`src/rtl/wws_pkg.sv`:
```
package wws_pkg;
  typedef enum logic [2:0] {
    WS_DOWN   = 3'd0,
    WS_POR    = 3'd1,
    WS_CLOSED = 3'd2,
    WS_OPEN   = 3'd3,
    WS_PULSE  = 3'd4
  } wws_state_e;
endpackage

```
`src/rtl/wws_kick_sync.sv`:
```
// Two-flop synchronizer plus falling-edge detector for the watchdog kick.
module wws_kick_sync (
  input  logic clk,
  input  logic rst_n,
  input  logic kick_async,
  output logic kick_fall
);
  logic s1_q, s2_q, s3_q;

  always_ff @(posedge clk or negedge rst_n) begin
    if (!rst_n) begin
      s1_q <= 1'b1;
      s2_q <= 1'b1;
      s3_q <= 1'b1;
    end else begin
      s1_q <= kick_async;
      s2_q <= s1_q;
      s3_q <= s2_q;
    end
  end

  assign kick_fall = s3_q & ~s2_q;

  // one input edge yields a single-cycle detect
  assert_one_fall_R10: assert property (@(posedge clk) disable iff (!rst_n)
    kick_fall |=> !kick_fall);
endmodule

```
`src/rtl/wws_fault_qual.sv`:
```
// Qualifies loss of the sense flag over DROP_TICKS ticks and merges supply-over.
module wws_fault_qual #(
  parameter int DROP_TICKS = 5
) (
  input  logic clk,
  input  logic rst_n,
  input  logic tick,
  input  logic sense_ok,
  input  logic supply_over,
  output logic fault
);
  localparam int DW = $clog2(DROP_TICKS + 1);
  localparam logic [DW-1:0] D_LAST = DW'(DROP_TICKS - 1);

  logic          good_q, good_d;
  logic [DW-1:0] cnt_q, cnt_d;
  logic          fault_q, fault_d;

  always_comb begin
    good_d = good_q;
    cnt_d  = cnt_q;
    if (sense_ok) begin
      good_d = 1'b1;
      cnt_d  = '0;
    end else if (good_q && tick) begin
      if (cnt_q == D_LAST) begin
        good_d = 1'b0;
        cnt_d  = '0;
      end else begin
        cnt_d = cnt_q + 1'b1;
      end
    end
    fault_d = supply_over | ~good_d;
  end

  always_ff @(posedge clk or negedge rst_n) begin
    if (!rst_n) begin
      good_q  <= 1'b0;
      cnt_q   <= '0;
      fault_q <= 1'b1;
    end else begin
      good_q  <= good_d;
      cnt_q   <= cnt_d;
      fault_q <= fault_d;
    end
  end

  assign fault = fault_q;

  assert_drop_cnt_R7: assert property (@(posedge clk) disable iff (!rst_n)
    cnt_q < DW'(DROP_TICKS));
  assert_supply_fault_R8: assert property (@(posedge clk) disable iff (!rst_n)
    supply_over |=> fault);
endmodule

```
`src/rtl/wws_window_fsm.sv`:
```
// Power-on hold, closed/open window watchdog and expiry pulse sequencing.
module wws_window_fsm
  import wws_pkg::*;
#(
  parameter int PERIOD_TICKS = 400
) (
  input  logic clk,
  input  logic rst_n,
  input  logic tick,
  input  logic fault,
  input  logic kick_fall,
  output logic sys_rst_n,
  output logic kick_good,
  output logic rst_strobe
);
  localparam int CLOSED_TICKS = PERIOD_TICKS * 4 / 5;
  localparam int OPEN_TICKS   = PERIOD_TICKS * 2 / 5;
  localparam int PULSE_TICKS  = PERIOD_TICKS / 40;
  localparam int CW           = $clog2(PERIOD_TICKS);
  localparam logic [CW-1:0] P_LAST = CW'(PERIOD_TICKS - 1);
  localparam logic [CW-1:0] C_LAST = CW'(CLOSED_TICKS - 1);
  localparam logic [CW-1:0] O_LAST = CW'(OPEN_TICKS - 1);
  localparam logic [CW-1:0] W_LAST = CW'(PULSE_TICKS - 1);

  wws_state_e    state_q, state_d;
  logic [CW-1:0] cnt_q, cnt_d;
  logic          rel_q, rel_d;
  logic          good_q, good_d;
  logic          evt_q, evt_d;

  always_comb begin
    state_d = state_q;
    cnt_d   = cnt_q;
    good_d  = 1'b0;
    if (fault) begin
      state_d = WS_DOWN;
      cnt_d   = '0;
    end else begin
      case (state_q)
        WS_DOWN: begin
          state_d = WS_POR;
          cnt_d   = '0;
        end
        WS_POR: if (tick) begin
          if (cnt_q == P_LAST) begin
            state_d = WS_CLOSED;
            cnt_d   = '0;
          end else cnt_d = cnt_q + 1'b1;
        end
        WS_CLOSED: begin
          if (kick_fall) begin
            state_d = WS_PULSE;
            cnt_d   = '0;
          end else if (tick) begin
            if (cnt_q == C_LAST) begin
              state_d = WS_OPEN;
              cnt_d   = '0;
            end else cnt_d = cnt_q + 1'b1;
          end
        end
        WS_OPEN: begin
          if (kick_fall) begin
            state_d = WS_CLOSED;
            cnt_d   = '0;
            good_d  = 1'b1;
          end else if (tick) begin
            if (cnt_q == O_LAST) begin
              state_d = WS_PULSE;
              cnt_d   = '0;
            end else cnt_d = cnt_q + 1'b1;
          end
        end
        WS_PULSE: if (tick) begin
          if (cnt_q == W_LAST) begin
            state_d = WS_CLOSED;
            cnt_d   = '0;
          end else cnt_d = cnt_q + 1'b1;
        end
        default: begin
          state_d = WS_DOWN;
          cnt_d   = '0;
        end
      endcase
    end
    rel_d = (state_d == WS_CLOSED) || (state_d == WS_OPEN);
    evt_d = rel_q & ~rel_d;
  end

  always_ff @(posedge clk or negedge rst_n) begin
    if (!rst_n) begin
      state_q <= WS_DOWN;
      cnt_q   <= '0;
      rel_q   <= 1'b0;
      good_q  <= 1'b0;
      evt_q   <= 1'b0;
    end else begin
      state_q <= state_d;
      cnt_q   <= cnt_d;
      rel_q   <= rel_d;
      good_q  <= good_d;
      evt_q   <= evt_d;
    end
  end

  assign sys_rst_n  = rel_q;
  assign kick_good  = good_q;
  assign rst_strobe = evt_q;

  assert_por_no_service_R3: assert property (@(posedge clk) disable iff (!rst_n)
    (state_q == WS_POR) |=> !kick_good);
  assert_service_released_R4: assert property (@(posedge clk) disable iff (!rst_n)
    kick_good |-> sys_rst_n);
  assert_pulse_bound_R6: assert property (@(posedge clk) disable iff (!rst_n)
    (state_q == WS_PULSE) |-> (cnt_q <= W_LAST));
  assert_fault_wins_R7: assert property (@(posedge clk) disable iff (!rst_n)
    fault |=> !sys_rst_n);
  assert_strobe_on_fall_R9: assert property (@(posedge clk) disable iff (!rst_n)
    rst_strobe |-> (!sys_rst_n && $past(sys_rst_n)));
endmodule

```
`src/rtl/wwdt_supervisor.sv`:
```
module wwdt_supervisor #(
  parameter int PERIOD_TICKS = 400,
  parameter int DROP_TICKS   = 5
) (
  input  logic clk,
  input  logic rst_n,
  input  logic tick,
  input  logic sense_ok,
  input  logic supply_over,
  input  logic wdg_kick,
  output logic sys_rst_n,
  output logic kick_good,
  output logic rst_strobe
);
  logic kick_fall;
  logic fault;

  wws_kick_sync u_sync (
    .clk        (clk),
    .rst_n      (rst_n),
    .kick_async (wdg_kick),
    .kick_fall  (kick_fall)
  );

  wws_fault_qual #(.DROP_TICKS(DROP_TICKS)) u_fault (
    .clk         (clk),
    .rst_n       (rst_n),
    .tick        (tick),
    .sense_ok    (sense_ok),
    .supply_over (supply_over),
    .fault       (fault)
  );

  wws_window_fsm #(.PERIOD_TICKS(PERIOD_TICKS)) u_fsm (
    .clk        (clk),
    .rst_n      (rst_n),
    .tick       (tick),
    .fault      (fault),
    .kick_fall  (kick_fall),
    .sys_rst_n  (sys_rst_n),
    .kick_good  (kick_good),
    .rst_strobe (rst_strobe)
  );
endmodule

```
`config.mk`:
```
export PLATFORM = sky130hd
export DESIGN_NAME = wwdt_supervisor
export DESIGN_NICKNAME = d
export VERILOG_FILES = /design/src/rtl/wws_pkg.sv /design/src/rtl/wws_kick_sync.sv /design/src/rtl/wws_fault_qual.sv /design/src/rtl/wws_window_fsm.sv /design/src/rtl/wwdt_supervisor.sv
export SDC_FILE = /design/constraint.sdc
export NUM_CORES = 1
export LEC_CHECK = 0
export CELL_PAD_IN_SITES_DETAIL_PLACEMENT = 2
export CELL_PAD_IN_SITES_GLOBAL_PLACEMENT = 2
export CORE_MARGIN = 2
export CORE_UTILIZATION = 39
export DETAILED_ROUTE_END_ITERATION = 16
export GPL_ROUTABILITY_DRIVEN = 0
export PLACE_DENSITY_LB_ADDON = 0.1
export RECOVER_POWER = 100
export REMOVE_ABC_BUFFERS = 1
export SLEW_MARGIN = 20
export SYNTH_ARGS = -nofsm -noshare
export SYNTH_HDL_FRONTEND = slang
export SYNTH_SLANG_ARGS = --single-unit
```
`constraint.sdc`:
```
create_clock -name clk -period 4.6 [get_ports clk]
set_clock_uncertainty 0.2 [all_clocks]
set_input_delay 0.46 -clock clk [delete_from_list [all_inputs] [get_ports clk]]
set_output_delay 0.46 -clock clk [all_outputs]
set_load 0.01 [all_outputs]
```
# Word level (Yosys, flattened, before mapping)
# Cells that the tools add are included.
# word_totals
register_bits	23
elab_cells	72
out_inout_bits	3
inputBits	6
# op_classes
n_mux	33
reduce_logical	5
eq_ne	15
bitwise_logic	6
add_sub_neg	2
# op_table
op	n
$mux W9	11
$mux W3	14
$pmux W9 S4	1
$eq A9 B9 Y1 const B	2
$pmux W3 S5	1
$eq A3 B2 Y1 const B	4
$add A9 B1 Y9 const B	1
$eq A9 B4 Y1 const B	1
$eq A9 B8 Y1 const B	1
$ne A4 B4 Y1 const B	2
$eq A3 B3 Y1 const B	2
$mux W1	6
$ne A3 B3 Y1 const B	2
$reduce_and A4 Y1	1
$add A3 B1 Y3 const B	1
$eq A3 B1 Y1 const B	1
$logic_not A3 Y1	1
$not A1 Y1	3
$and A1 B1 Y1	2
$reduce_bool A2 Y1	1
$logic_and A1 B1 Y1	1
$logic_or A1 B1 Y1	1
$or A1 B1 Y1	1

# Depth between registers and ports, before layout
# Gate-level depths: netlist of the first run.
# logic_depth
ltp_word	10
mapped_depth	7
mapped_depth_nobuf	7

# By module
# From an unflattened synthesis of the first run, not the netlist that was laid out.
# unflattened
cells_unflattened	146
area_unflattened_um2	1388.8
# by_module_without_submodules
mod	area_each_um2	instances	cells_each	seq_area_each_um2
wws_window_fsm	1024.7	1	117	375.4
wws_fault_qual	271.5	1	25	126.4
wws_kick_sync	92.6	1	4	78.8

# Worst setup path after synthesis of the first run
# Ideal clock, no wire load.
# synth_timing
path_kind	reg2reg
from	reg u_fsm.cnt_q[5]
to	reg u_fsm.state_q[0]
t_arrival_ns	1.698
synth_period_minus_slack_ns	2.021
stages_incl_launch_ff	6
required_time_ns	4.277
setup_time_ns	0.123
path_buffers	0
path_slack_ns	2.579
path_cell_list	dfrtp_1 -> or4b_1 -> or3_1 -> nor2b_1 -> a211oi_1 -> nor2_1
# synth_via
elab_chain_cells	6
elab_cells_between_ends	16
cone_classes	eq/ne: 4; mux: 12
# synth_rtl
element	line_no	text
start: declaration	wws_window_fsm.sv:26	logic [CW-1:0] cnt_q, cnt_d;
start signal: assignment	wws_window_fsm.sv:98	cnt_q <= cnt_d;
$eq A9 B8 Y1 / $eq A9 B9 Y1 (equally long branches)	wws_window_fsm.sv:67, wws_window_fsm.sv:55	
$mux W3 (on tied branches)	wws_window_fsm.sv:67, wws_window_fsm.sv:55	
$mux W3 (on tied branches)	wws_window_fsm.sv:66, wws_window_fsm.sv:54	
$mux W3 (on tied branches)	wws_window_fsm.sv:62, wws_window_fsm.sv:51	
$pmux W3 S5 *	wws_window_fsm.sv:39	case (state_q)
$mux W3 *	wws_window_fsm.sv:35	if (fault) begin
via u_fsm.state_d[0]	wws_window_fsm.sv:25	wws_state_e state_q, state_d;
end signal: assignment	wws_window_fsm.sv:97	state_q <= state_d;
end: declaration	wws_window_fsm.sv:25	
# Mark *: on every way through the listed nets, which the timed path passes. The rest lies on a longest branch.
# A chain may end at the register's enable or synchronous reset.

# Final worst setup path of the first run
# layout_timing
from	reg u_fsm.state_q[0]
to	reg u_fsm.cnt_q[3]
# layout_via
elab_chain_cells	3
elab_cells_between_ends	11
cone_classes	eq/ne: 8; mux: 2; reduce/logical: 1
# layout_rtl
element	line_no
$eq A3 B2 Y1, or another cell as far along	wws_window_fsm.sv:39
$ne A4 B4 Y1 (no source line), or another cell as far along	--
$reduce_and A4 Y1 (no source line) / $mux W9 (equally long branches)	--
# Parallel ways exist; a longest one is shown, timed or not.

==> impl_results.md, run 1 <==
* Lkg Pwr at 0.000589 uW
* Die height at roughly 62 um
* Crit path buf inv count at 0
* Yosys warns at 0
* RSZ-0062 raised after global routing: false
* Most common cell after layout, fill and taps aside: dfrtp_1
* Hold Path Depth at 0
* Reg2Reg Depth at 5
* Top FF cell, synth: dfrtp_1
* #FFs+latches synth at 23
* Fraction of registers with async set/reset at between 90% and 100%
* FILL cells at between 300 and 400
* Register Area at approximately 580 um2
* Synth top area share at between 30 and 40%
* CTS Sinks at 23
* Hold crit path type: reg -> reg
* IO buf count at 8
* Multi-input gate area at around 660 um2
* CP most frequent cell: nor3_1
* Initial Util at 40.0%
* Slowest CP cell: o311ai_2
* Top Family by Delay on Critical Path: simple AND/OR/NAND/NOR gates
* DP Wirelength at roughly 2500 um
* Largest net degree at the start of global routing at 24
* Cells along the critical path: and2b_1 > o311ai_2 > nand2_1 > nor3_1 > nor3_1
* Setup bufs post-CTS at 0
* Final Hold Fails at 0
* Power per cell area at 240 mW/mm2
* H-tree lvl count at 1
* Critical Path RT at approximately 4.6 ns
* Vias at roughly 1000
* Post-synthesis sequential area ratio at 44.1%
* Syn Inst Count at approximately 140
* Vias in the first global route at 1074
* Stages on the worst setup path at 5
* Top post-synthesis cells by area: dfrtp_1, dfstp_2, xor2_1
* GRT Total Usage at between 10% and 20%
* Nets@finish at 155
* Avg WL per Cell at between 15 and 20 um
* Largest fanout on the critical path at 11
* Clock-pin slew on the worst setup and hold paths at 0.14 ns
* Synth unique cells at 46
* Setup CP Type: reg -> reg
* Period minus WS final at about 2.6 ns
* First-pass DRT Iterations at 4
* Detail Route Antenna Nets at 0
* Hold_ws at between 0.15 and 0.2 ns
* Simple-Gate Fraction of Synth Area at between 20% and 30%
* Hold buffers post-CTS at 0
* Die area at 0.00385 mm2
* Startpoint Class: flip-flop
* Max transition margin at 16.6%
* Adder-cell area share of the yosys netlist at approximately 3.8%
* CTS Buf Count at 3
* Worst-Skew Late Latency at 0.33 ns
* Fin crit share at between 50% and 60%
* CTS tree: built
* Compound-Gate Fraction of Synth Area at roughly an eighth
* Root Driver: clkbuf_4
* Max cap viols at 0
* Global route overflow at 0
* Cell taking the most area after synthesis: dfrtp_1
* Post-cts sizing count at 0
* Dominant combinational cell family by area after synthesis: simple AND/OR/NAND/NOR gates
* CTS Buffer Depth at 2
* P&R area growth vs syn at 9.32%
* Highest clock rate at roughly 380 MHz
* Initial drt markers at 26
* Via-to-Cell Ratio at 5.51
* DIE WIDTH at around 62 um
* Critical path arrival at 2.61 ns
* Peak VDD IR at between 0.1 and 0.15 mV
* Multiplexer share of the synthesized area at less than 1%
* CP Capture Type: flip-flop
* Slew Viols, Final at 0
* Mean Syn Cell Area at 9.67 um2
* EDFF count, synth at 0
* Least-Margin Pin Slew at around 1.3 ns
* First-pass GRT wire length at 5290 um
* Initial antenna violation count at 0
* CORE AREA at between 0.003 and 0.004 mm2
* Final setup viols at 0
* Boundary pin count at 9
* Largest stage delay, worst path at approximately 0.67 ns
* Most frequent cells in the layout: dfrtp_1, nor3_1, nor2_1, nand2_1, xor2_1
* Share of cells above drive strength 1 at 8.33%
* Number of diodes at 0
* Post-Route WL at 3220 um
* Cell Area, Synth at 0.00132 mm2
* Status: completed
* Xor/xnor share of the synthesized area at between 4 and 5%
* Setup TNS at 0 ns
* Row Count at 21
* Post-route DRC at 0
==> stage by stage <==
stage | instances | util, % | area [um2] | total power, uW | setup WS, ns
final | 190 | 43.8 | 1440 | 344 | 1.99
after global routing | 190 | 43.8 | 1440 | 361 | 1.73
after CTS | 189 | 44.2 | 1450 | 355 | 2.21
after detailed placement | 185 | 43.2 | 1420 | 249 | 2.16
after global placement | 185 | 43.2 | 1420 | 246 | 2.21
after floorplan | 131 | - | 1280 | 233 | 2.58
==> flip-flops by register name, indices dropped and copies added, names as in the netlist <==
signal,cells
u_fault.cnt_q,3
u_fault.fault,1
u_fault.good_q,1
u_fsm.cnt_q,9
u_fsm.kick_good,1
u_fsm.rst_strobe,1
u_fsm.state_q,3
u_fsm.sys_rst_n,1
u_sync.s1_q,1
u_sync.s2_q,1
u_sync.s3_q,1
==> cell families (layout without fill, tap and decap cells) <==
logic type,Yosys count,after routing
AOI/OAI and AO/OA,23,23
xor gates and xnor gates,7,7
adders and majority gates,4,4
buffers and inverters,11,19
DFF,23,23
muxes,1,1
and+or+nand+nor,67,67
==> power breakdown <==
part / leakage, uW / switching, uW / internal, uW
clock network: 0.0000139 / 68.6 / 33.4
registers: 0.000298 / 4.16 / 208
logic: 0.000277 / 19.3 / 11.3
==> layout make-up <==
type | count | share of cell area, %
multi-input combinational | 102 | 46.1
sequential | 23 | 40.4
timing repair buffer | 9 | 5.83
tap | 46 | 4.00
clock buffer | 3 | 1.57
inverter | 6 | 1.57
clock inverter | 1 | 0.522
==> synth_stat cells (all sizes together) (2+ instances only) <==
cell type	instances
a21oi	4
a22oi	2
a311oi	2
and2b	3
and3	4
buf	5
dfrtp	19
dfstp	4
ha	4
inv	6
nand2	11
nand2b	6
nand3	4
nand3b	2
nand4	4
nor2	11
nor3	11
o21ai	2
o22ai	2
o31ai	4
or3	2
xor2	7
==> per-layer routing <==
metal	vias up	global-route usage [%]	part of all wire, %
met4	0	9.12	2.2
met2	9	30.7	50
met3	5	2.48	1.4
li1	507	-	-
met5	-	0	0
met1	525	26.4	47
==> path summary, 6_finish.rpt <==
kind                                  start                to  slack, ns
setup / recovery           u_fsm.state_q[0]    u_fsm.cnt_q[3]       1.99
hold / removal                  u_sync.s1_q       u_sync.s2_q       0.17
setup reg to reg           u_fsm.state_q[0]    u_fsm.cnt_q[3]       1.99
hold reg to reg                 u_sync.s1_q       u_sync.s2_q       0.17
max in group asynchronous             rst_n    u_fsm.cnt_q[5]       2.77
min in group asynchronous             rst_n  u_fsm.rst_strobe       0.70
(Power assumes the default switching activity.)
==> run 2: changes to the inputs <==
--- a/config.mk
+++ b/config.mk
@@ -8,7 +8,7 @@
 export CELL_PAD_IN_SITES_DETAIL_PLACEMENT = 2
 export CELL_PAD_IN_SITES_GLOBAL_PLACEMENT = 2
 export CORE_MARGIN = 2
-export CORE_UTILIZATION = 39
+export CORE_UTILIZATION = 37
 export DETAILED_ROUTE_END_ITERATION = 16
 export GPL_ROUTABILITY_DRIVEN = 0
 export PLACE_DENSITY_LB_ADDON = 0.1
==> constraint.sdc (replaced) <==
create_clock -name clk -period 2.5 [get_ports clk]
set_clock_uncertainty 0.2 [all_clocks]
set_input_delay 0.25 -clock clk [delete_from_list [all_inputs] [get_ports clk]]
set_output_delay 0.25 -clock clk [all_outputs]
set_load 0.01 [all_outputs]
==> impl_results.md, run 2 (same netlist as run 1, synthesis figures left out) <==
* Final setup viols at 0 (unchanged)
* CTS Sinks at 23 (unchanged)
* Initial drt markers at 39 (+50%)
* Hold Path Depth at 0 (unchanged)
* Post-route DRC at 0 (unchanged)
* Top Registers: u_fsm.cnt_q (9), u_fault.cnt_q (3), u_fsm.state_q (3)
* Largest fanout on the critical path at 7 (-4)
* Critical Path RT at 2.51 ns (-2.09 ns)
* Fin crit share at 91.0% (+34 points)
* Power per cell area at 433 mW/mm2 (+81%)
* Nets@finish at 158 (+1.9%)
* Initial antenna violation count at 0 (unchanged)
* Reg2Reg Depth at 5 (unchanged)
* Lkg Pwr at 0.000605 uW (+2.7%)
* Status: completed
* Hold Path Origin: u_sync.s1_q
* Most frequent cells in the layout: dfrtp_1, nor2_1, nand2_1, nor3_1, xor2_1
* Vias at 1097 (+4.9%)
* Setup TNS at 0 ns (unchanged)
* Reg2reg setup slack at 0.23 ns (-1.77 ns)
* Avg WL per Cell at 17.7 um (+4.6%)
* Period minus WS final at 2.27 ns (-0.333 ns)
* Detail Route Antenna Nets at 0 (unchanged)
* Peak VDD IR at 0.222 mV (+88%)
* Via-to-Cell Ratio at 5.68 (+3.2%)
* Row Count at 21 (unchanged)
* Max cap viols at 0 (unchanged)
* Most common cell after layout, fill and taps aside: dfrtp_1
* RSZ-0062 raised after global routing: false
* Post-cts sizing count at 0 (unchanged)
* H-tree lvl count at 1 (unchanged)
* P&R area growth vs syn at 11.7%
* Final Hold Fails at 0 (unchanged)
* Least-Margin Pin Slew at 1.34 ns (+0.0863 ns)
* Slew Viols, Final at 0 (unchanged)
* Cell Count, Final, Fillers Out at 193 (+1.6%)
* Worst Hold Endpoint: u_sync.s2_q
* Hold buffers post-CTS at 0 (unchanged)
* CTS tree: built
* Number of diodes at 0 (unchanged)
* Worst r2r src: u_fsm.cnt_q[8]
* Setup bufs post-CTS at 0 (unchanged)
* Biggest register: u_fsm.cnt_q
* Share of cells above drive strength 1 at 11.6% (+3.2 points)
* Hold crit path type: reg -> reg
* CORE AREA at 0.00336 mm2 (+2.4%)
* CTS Buffer Depth at 2 (unchanged)
* Highest clock rate at 440 MHz (+15%)
* Startpoint Class: flip-flop
* Max transition margin at 10.9% (-5.8 points)
* Setup CP Type: reg -> reg
* Global route overflow at 0 (unchanged)
* First-pass DRT Iterations at 4 (unchanged)
* CTS Buf Count at 3 (unchanged)
* Largest net degree at the start of global routing at 24 (unchanged)
* Reg2reg end: u_fsm.cnt_q[1]
* Die area at 0.00405 mm2 (+5.1%)
* Initial Util at 39.1% (-0.94 points)
* First-pass GRT wire length at 6100 um (+15%)
* IO buf count at 8 (unchanged)
* DP Wirelength at 2600 um (+6.0%)
* Critical path arrival at 2.29 ns (-0.32 ns)
* Vias in the first global route at 1196 (+11%)
* CP Capture Type: flip-flop
* FILL cells at 395 (+3.1%)
* Die height at 63.6 um (+2.5%)
* DP Cell Count at 189 (+2.2%)
* Max reg flops at 9 (unchanged)
* DIE WIDTH at 63.6 um (+2.5%)
* Root Driver: clkbuf_4
* Boundary pin count at 9 (unchanged)
* GRT Total Usage at 19.6% (+0.21 points)
* Clock-pin slew on the worst setup and hold paths at 0.13 ns (about the same)
* Post-Route WL at 3420 um (+6.2%)
* Worst-Skew Late Latency at 0.32 ns (about the same)
-- run 2: worst max-delay path by stage --
stage                         startpoint               end  slack [ns]
after floorplan           u_fsm.cnt_q[5]  u_fsm.state_q[0]        0.48
after global placement    u_fsm.cnt_q[7]    u_fsm.cnt_q[0]        0.32
after detailed placement  u_fsm.cnt_q[7]    u_fsm.cnt_q[0]        0.25
after CTS                 u_fsm.cnt_q[7]    u_fsm.cnt_q[0]        0.21
after global routing         u_sync.s2_q    u_fsm.cnt_q[4]        0.03
final                     u_fsm.cnt_q[8]    u_fsm.cnt_q[1]        0.23
-- run 2: layout make-up --
type | instances | area [um2] | area share [%]
Multi-Input combinational cell | 102 | 679 | 46.3
Sequential cell | 23 | 581 | 39.5
Timing Repair Buffer | 12 | 103 | 6.98
Inverter | 6 | 22.5 | 1.53
Tap cell | 46 | 57.6 | 3.92
Clock buffer | 4 | 26.3 | 1.79
-- run 2: where the power goes --
part / total, uW / switching [uW] / internal [uW] / leakage, uW
clock network: 182 / 120 / 62.6 / 0.0000150
registers: 390 / 7.69 / 382 / 0.000298
logic: 63.6 / 39.8 / 23.8 / 0.000292
total: 636 / 167 / 469 / 0.000605
-- run 2: worst max-delay path, stage by stage (launching register included) --
cell     delay [ns]
dfrtp_1        0.51
or4bb_2        0.66
nor2_1         0.13
o31ai_1        0.16
nor3b_1        0.38
o31ai_1        0.12
-- run 2: per-stage QoR --
stage / hold slack [ns] / power (uW) / setup slack [ns] / cell area, um2 / utilization [%]
floorplan: -0.246 / 428 / 0.479 / 1280 / -
global placement: 0.146 / 458 / 0.321 / 1450 / 43.1
detailed placement: 0.147 / 463 / 0.245 / 1450 / 43.1
CTS: 0.0731 / 646 / 0.212 / 1480 / 43.9
global route: 0.172 / 671 / 0.0291 / 1470 / 43.7
finish: 0.165 / 636 / 0.226 / 1470 / 43.7
-- run 2: metal layers --
| metal | global-route usage, % | part of all wire (%) |
|---|---|---|
| met1 | 26.4 | 47 |
| met2 | 32.8 | 50 |
| met3 | 2.86 | 1.8 |
| met4 | 5.71 | 1.4 |
| met5 | 0 | 0 |
==> run 3: changes to the inputs <==
--- a/config.mk
+++ b/config.mk
@@ -5,10 +5,12 @@
 export SDC_FILE = /design/constraint.sdc
 export NUM_CORES = 1
 export LEC_CHECK = 0
+export CAP_MARGIN = 5
 export CELL_PAD_IN_SITES_DETAIL_PLACEMENT = 2
 export CELL_PAD_IN_SITES_GLOBAL_PLACEMENT = 2
 export CORE_MARGIN = 2
 export CORE_UTILIZATION = 37
+export CTS_CLUSTER_DIAMETER = 60
 export DETAILED_ROUTE_END_ITERATION = 16
 export GPL_ROUTABILITY_DRIVEN = 0
 export PLACE_DENSITY_LB_ADDON = 0.1
==> results of run 3 <==
Final layout, timing and power as in run 2 (identical DEF).
